File: src/rtl/sdm_pkg.sv
package sdm_pkg;
  localparam int unsigned SYNC_DEPTH = 2;

  // bits to hold values 0..n-1, never zero
  function automatic int unsigned idx_w(int unsigned n);
    return (n > 1) ? $clog2(n) : 1;
  endfunction
endpackage

File: src/rtl/sdm_sync.sv
module sdm_sync #(
  parameter int unsigned WIDTH  = 1,
  parameter int unsigned STAGES = 2
) (
  input  logic             clk_i,
  input  logic             rst_ni,
  input  logic [WIDTH-1:0] d_i,
  output logic [WIDTH-1:0] q_o
);
  logic [WIDTH-1:0] stg_q [STAGES];

  for (genvar s = 0; s < STAGES; s++) begin : g_stg
    always_ff @(posedge clk_i or negedge rst_ni) begin
      if (!rst_ni) stg_q[s] <= '0;
      else if (s == 0) stg_q[s] <= d_i;
      else stg_q[s] <= stg_q[(s > 0) ? s-1 : 0];
    end
  end

  assign q_o = stg_q[STAGES-1];
endmodule

File: src/rtl/sdm_window.sv
module sdm_window import sdm_pkg::*; #(
  parameter int unsigned WIN_LEN = 32768
) (
  input  logic clk_i,
  input  logic rst_ni,
  output logic last_o,
  output logic valid_o
);
  localparam int unsigned WC_W = idx_w(WIN_LEN);

  logic [WC_W-1:0] wcnt_q;
  logic            valid_q;

  assign last_o = (wcnt_q == WC_W'(WIN_LEN-1));

  always_ff @(posedge clk_i or negedge rst_ni) begin
    if (!rst_ni) begin
      wcnt_q  <= '0;
      valid_q <= 1'b0;
    end else begin
      wcnt_q  <= last_o ? '0 : wcnt_q + 1'b1;
      valid_q <= last_o;
    end
  end

  assign valid_o = valid_q;
endmodule

File: src/rtl/sdm_accum.sv
module sdm_accum import sdm_pkg::*; #(
  parameter int unsigned WIN_LEN = 32768,
  parameter int unsigned CNT_W   = 16
) (
  input  logic             clk_i,
  input  logic             rst_ni,
  input  logic             bit_i,
  input  logic             last_i,
  output logic [CNT_W-1:0] res_o
);
  localparam int unsigned ACC_W = idx_w(WIN_LEN + 1);
  localparam int unsigned SUM_W = (ACC_W > CNT_W) ? ACC_W : CNT_W;
  localparam logic [SUM_W-1:0] LIM = SUM_W'({CNT_W{1'b1}});

  logic [SUM_W-1:0] acc_q, sum;
  logic [CNT_W-1:0] res_q;

  // the bit of the closing edge belongs to the closing window
  assign sum = acc_q + SUM_W'(bit_i);

  always_ff @(posedge clk_i or negedge rst_ni) begin
    if (!rst_ni) begin
      acc_q <= '0;
      res_q <= '0;
    end else if (last_i) begin
      res_q <= (sum > LIM) ? CNT_W'(LIM) : CNT_W'(sum);
      acc_q <= '0;
    end else begin
      acc_q <= sum;
    end
  end

  assign res_o = res_q;
endmodule

File: src/rtl/sdm_ref_gen.sv
module sdm_ref_gen import sdm_pkg::*; #(
  parameter int unsigned REF_HALF = 1
) (
  input  logic clk_i,
  input  logic rst_ni,
  output logic ref_o
);
  localparam int unsigned HC_W = idx_w(REF_HALF);

  logic [HC_W-1:0] hc_q;
  logic            lvl_q;
  logic            flip;

  assign flip = (hc_q == HC_W'(REF_HALF-1));

  always_ff @(posedge clk_i or negedge rst_ni) begin
    if (!rst_ni) begin
      hc_q  <= '0;
      lvl_q <= 1'b0;
    end else begin
      hc_q  <= flip ? '0 : hc_q + 1'b1;
      lvl_q <= lvl_q ^ flip;
    end
  end

  assign ref_o = lvl_q;
endmodule

File: src/rtl/sdm_front_end.sv
module sdm_front_end import sdm_pkg::*; #(
  parameter int unsigned NUM_CH   = 4,
  parameter int unsigned WIN_LEN  = 32768,
  parameter int unsigned CNT_W    = 16,
  parameter int unsigned REF_HALF = 1
) (
  input  logic                    clk_i,
  input  logic                    rst_ni,
  input  logic [NUM_CH-1:0]       cmp_i,
  output logic [NUM_CH-1:0]       fb_o,
  output logic                    ref_o,
  output logic [NUM_CH*CNT_W-1:0] result_o,
  output logic                    valid_o
);
  logic [NUM_CH-1:0] bit_s;
  logic              last;

  sdm_sync #(.WIDTH(NUM_CH), .STAGES(SYNC_DEPTH)) u_sync (
    .clk_i, .rst_ni, .d_i(cmp_i), .q_o(bit_s)
  );

  // last sync flop is the feedback register
  assign fb_o = bit_s;

  sdm_window #(.WIN_LEN(WIN_LEN)) u_win (
    .clk_i, .rst_ni, .last_o(last), .valid_o(valid_o)
  );

  for (genvar c = 0; c < NUM_CH; c++) begin : g_ch
    sdm_accum #(.WIN_LEN(WIN_LEN), .CNT_W(CNT_W)) u_acc (
      .clk_i, .rst_ni,
      .bit_i (bit_s[c]),
      .last_i(last),
      .res_o (result_o[c*CNT_W +: CNT_W])
    );
  end

  sdm_ref_gen #(.REF_HALF(REF_HALF)) u_ref (
    .clk_i, .rst_ni, .ref_o(ref_o)
  );
endmodule

File: config.mk
export PLATFORM = sky130hd
export DESIGN_NAME = sdm_front_end
export DESIGN_NICKNAME = d
export VERILOG_FILES = /design/src/rtl/sdm_pkg.sv /design/src/rtl/sdm_sync.sv /design/src/rtl/sdm_window.sv /design/src/rtl/sdm_accum.sv /design/src/rtl/sdm_ref_gen.sv /design/src/rtl/sdm_front_end.sv
export SDC_FILE = /design/constraint.sdc
export NUM_CORES = 1
export LEC_CHECK = 0
export BUFFER_PORTS_ARGS = -buffer_cell sky130_fd_sc_hd__clkbuf_2
export CORE_UTILIZATION = 56
export CTS_BUF_LIST = sky130_fd_sc_hd__clkbuf_4
export DETAILED_ROUTE_END_ITERATION = 10
export PLACE_DENSITY = 0.77
export SETUP_SLACK_MARGIN = 0.15
export SLEW_MARGIN = 30
export SYNTH_ARGS = -nofsm -noshare
export SYNTH_HDL_FRONTEND = slang
export SYNTH_SLANG_ARGS = --single-unit
File: constraint.sdc
create_clock -name clk_i -period 2.4 [get_ports clk_i]
set_input_delay 0.12 -clock clk_i [delete_from_list [all_inputs] [get_ports clk_i]]
set_output_delay 0.12 -clock clk_i [all_outputs]
set_load 0.01 [all_outputs]
# Yosys cells after proc, flatten, opt, wreduce, memory -nomap -nowiden
# Index checks and enable logic that the tools add are counted.
[word_totals]
reg_bits = 154
latch_bits = 0
ramBits = 0
romBits = 0
out_inout_bits = 70
word_cells = 37
n_memories = 0
[op_classes]
n_addsub = 6
n_mul = 0
div = 0
n_lt_le_gt_ge = 4
eq_ne = 1
shifts = 0
mux = 10
bitwise = 2
reduce_logical = 0
[ops]
columns = ["operator", "count"]
rows = [
  ["2-to-1 mux 16 bit", 8],
  ["adder 16 x 1 -> 16 bit", 4],
  ["> comparator 16 bit (second input constant)", 4],
  ["adder 15 x 1 -> 15 bit (second input constant)", 1],
  ["equality test 15 bit (second input constant)", 1],
  ["2-to-1 mux 15 bit", 1],
  ["adder 1 bit (second input constant)", 1],
  ["2-to-1 mux 1 bit", 1],
  ["NOT 1 bit", 1],
  ["XOR 1 bit", 1],
]

# Depth between registers and ports, before layout
[logic_depth]
word_depth = 3
depth_mapped = 8

# Modules after synthesis
# From an unflattened synthesis, not the netlist that was laid out.
[hier_totals]
cells_unflattened = 589
hier_area_um2 = 6470.0
[modules_own_cells]
columns = ["mod", "instances", "cells_each", "area_each_um2", "seq_area_each_um2"]
rows = [
  ["sdm_accum", 4, 128, 1373.8, 800.8],
  ["sdm_window", 1, 63, 715.7, 400.4],
  ["sdm_sync", 1, 12, 230.2, 200.2],
  ["sdm_ref_gen", 1, 2, 28.8, 25.0],
]

# Worst setup path after synthesis
# Ideal clock, no wire load.
[synth_path]
path_type = "reg-to-reg"
startpoint = "register u_win.wcnt_q[0]"
endpoint = "register g_ch[0].u_acc.res_q[1]"
arrival_ps = 1700
setup_slack_ps = 573
stages_incl_launch_ff = 8
path_buffers = 2
synth_period_minus_slack_ps = 1827
cell_sequence = "dfrtp_1 -> ha_1 -> inv_1 -> nor4_2 -> and3_1 -> buf_4 -> buf_6 -> mux2_1"
[synth_via]
elab_chain_cells = 1
[synth_lines]
columns = ["element", "line_no", "rtl"]
rows = [
  ["from (decl)", "sdm_window.sv:11", "logic [WC_W-1:0] wcnt_q;"],
  ["from (signal assigned)", "sdm_window.sv:21", "wcnt_q <= last_o ? '0 : wcnt_q + 1'b1;"],
  ["equality test 15 bit", "sdm_window.sv:14", "assign last_o = (wcnt_q == WC_W'(WIN_LEN-1));"],
  ["to (signal assigned)", "sdm_accum.sv:26", "res_q <= (sum > LIM) ? CNT_W'(LIM) : CNT_W'(sum);"],
  ["to (decl)", "sdm_accum.sv:16", "logic [CNT_W-1:0] res_q;"],
]
# Every way passes these cells.
# A chain may end at the register's enable or synchronous reset.

# Worst setup path after layout
[layout_path]
startpoint = "register u_win.wcnt_q[0]"
endpoint = "register g_ch[1].u_acc.res_q[5]"
[layout_via]
elab_chain_cells = 1
[layout_lines]
columns = ["element", "line_no"]
rows = [
  ["equality test 15 bit", "sdm_window.sv:14"],
  ["to (signal assigned)", "sdm_accum.sv:26"],
  ["to (decl)", "sdm_accum.sv:16"],
]
# Every way passes these cells.

==> metrics <==
status finished, final reports clean; Hold Fails Final Rpt 0; drt first pass iters 4; CP Cell Sequence ha_1, inv_1, nor4_4, and3_4, buf_4, a21oi_1; Area growth syn-to-layout 12.3%; total clock sinks 153; global-route wire length before repair 21.7 mm; vias in the first global route 4,534; die width 109 um; Slew headroom 60.5%; htree depth 4; CP delay by family, top simple AND/OR/NAND/NOR gates; Syn Inst Count 595; post-synthesis sequential area ratio 59.2%; leading area contributor after synthesis dfrtp_1; worst-path fanout max 31; die area 12,000 um^2; CTS tree done; Worst-Margin Slew 0.593 ns; #FFs+latches synth 153; final worst path period need 2.10 ns; crit path launch type flip-flop; M1 wire length 5.94 mm; Peak Freq 477 MHz; Final Core Density 65.9%; Inserted Diodes 0; Routed Antenna Nets 0; fraction of layout cells with a size suffix above 1 18.6%; Worst Setup SP u_win.wcnt_q[0]; root buf cell clkbuf_4; Critical-path top delay cell and3_4; hold_ws 0.109 ns; CP max stage delay 0.52 ns; Finished Cell Area 7270 um^2; WL/cell 16.0 um; row count 38; synthesized area 6470 um^2; setup TNS 0 ns; total grt overflow 0; most frequent cells in the layout 153 x dfrtp_1, 76 x nor2_1, 75 x a21oi_1, 74 x clkbuf_2, 50 x xnor2_1; starting density of the core 58.7%; Worst Hold Class primary input to asynchronous set/reset pin; pin count of the biggest net entering global routing 64; routed via count 4,744; max-slew violations 0; post-synthesis net count 612; worst r2r src u_win.wcnt_q[0]; Setup Skew 0.0131 ns; gpl congestion 0.855; Yosys cell types 28; cell area after placement 7000 um^2; initial antenna violation count 0; Final Total Pwr 5.00 mW; leakage power 3.42 nW; RSZ-0062 raised after global routing false; Max Cap Viol 0; DRC 0; fin crit share 87.3%; core area 11,000 um^2; Synth top area share 59.2%; Synth area leaders dfrtp_1 59%, xnor2_1 6.8%, a21oi_1 5.8%; maximum clock path buffer count 2; Met2 Routed Length 6.45 mm; Die Ht 109 um; Ys Warns 0; Worst Path Class, Setup flip-flop to flip-flop; most common cell after layout, fill and taps aside dfrtp_1; count of input and output buffers 75; gr usage total 23.9%; final WL 13.2 mm; Critical Path RT 2.84 ns; routed wl met3 641 um; Post-DP HPWL 8.91 mm; via/cell ratio 5.74; buffers plus inverters on the worst setup path 2; PwrDens 688 nW/um^2; Avg Synthesized Cell Area 10.9 um^2; fin nets 692; Ports 76; Num CTS Buffers 17; Setup Viol. Count Final 0; crit path capture type flip-flop; Reg clk slew, reported paths 0.12 ns; Max Used Layer met4; clk_lat worst skew 0.55 ns; Initial DRC Count 339; data arrival time of the critical path 2.53 ns; maximum VDD drop 0.000491 V
[worst register-to-register path, cell delays in order, from the launching register on]
cell     delay (ns)
dfrtp_1        0.41
ha_1           0.23
inv_1          0.12
nor4_4         0.31
and3_4         0.52
buf_4          0.31
a21oi_1        0.09
[routing by layer]
layer | vias to the layer above | track usage [%]
met5 | - | 0
met4 | 0 | 10.1
met3 | 18 | 5.51
met2 | 117 | 36.3
met1 | 2358 | 33.4
li1 | 2251 | -
[cells by family after synthesis]
group	synth area share (%)
muxes	1.39
and+or+nand+nor	14.5
AOI/OAI and AO/OA	9.82
xor gates and xnor gates	9.07
adders and majority gates	2.13
buffers and inverters	3.91
DFF	59.2
[path summary, 6_finish.rpt]
path	cells past startpoint	slack, ns	end
setup reg to reg	6	0.30	g_ch[1].u_acc.res_o[5]
setup / recovery	6	0.30	g_ch[1].u_acc.res_o[5]
hold / removal	2	0.11	g_ch[0].u_acc.res_o[12]
hold reg to reg	0	0.36	u_sync.q_o[1]
min in group clk_i	2	0.21	u_sync.stg_q[6]
max in group asynchronous	3	1.49	g_ch[1].u_acc.acc_q[9]
[registers in the layout, summed over array words and instances, names as in the netlist]
signal            count
u_win.valid_o         1
u_ref.ref_o           1
u_win.wcnt_q         15
u_sync.q_o            4
u_sync.stg_q          4
g_ch.u_acc.res_o     64
g_ch.u_acc.acc_q     64
[synthesized netlist by cell type, drive strengths merged]
master and count:
mux2 8, or3 1, and2 3, dfrtp 153
nor3 16, a21oi 75, nand4 23, xor2 17
a31oi 39, ha 11, nor4 15, nand2 20
and3 3, o31ai 1, xnor2 50, buf 22
inv 12, clkbuf 13, nor2 76, nand3 23
nor2b 10, a31o 1, and4 3
[what timing repair did]
item,in CTS,in global routing
gates resized for setup,0,0
setup buffers,0,0
hold buffers,5,0
endpoints found under the hold margin,109,0
[power breakdown]
part | switching [mW] | leakage, nW | internal [mW]
Sequential | 0.232 | 2.05 | 2.80
Clock | 0.842 | 0.122 | 0.489
Combinational | 0.371 | 1.24 | 0.269
Total | 1.45 | 3.42 | 3.56
[area by class of cell]
class / count / area (um^2)
clock buffers: 18 / 135
fillers: 905 / 3760
repair buffers: 96 / 589
multi-input cells: 395 / 2410
flip-flops and latches: 153 / 3830
clock inverters: 13 / 87.6
inverters: 12 / 45.0
well taps: 140 / 175
[per-stage QoR]
step / instances / worst slack, ns
after floorplan: 595 / 0.573
after global placement: 791 / 0.445
after detailed placement: 791 / 0.332
after CTS: 827 / 0.308
after global routing: 827 / 0.171
final: 827 / 0.304
(Power assumes the default switching activity.)
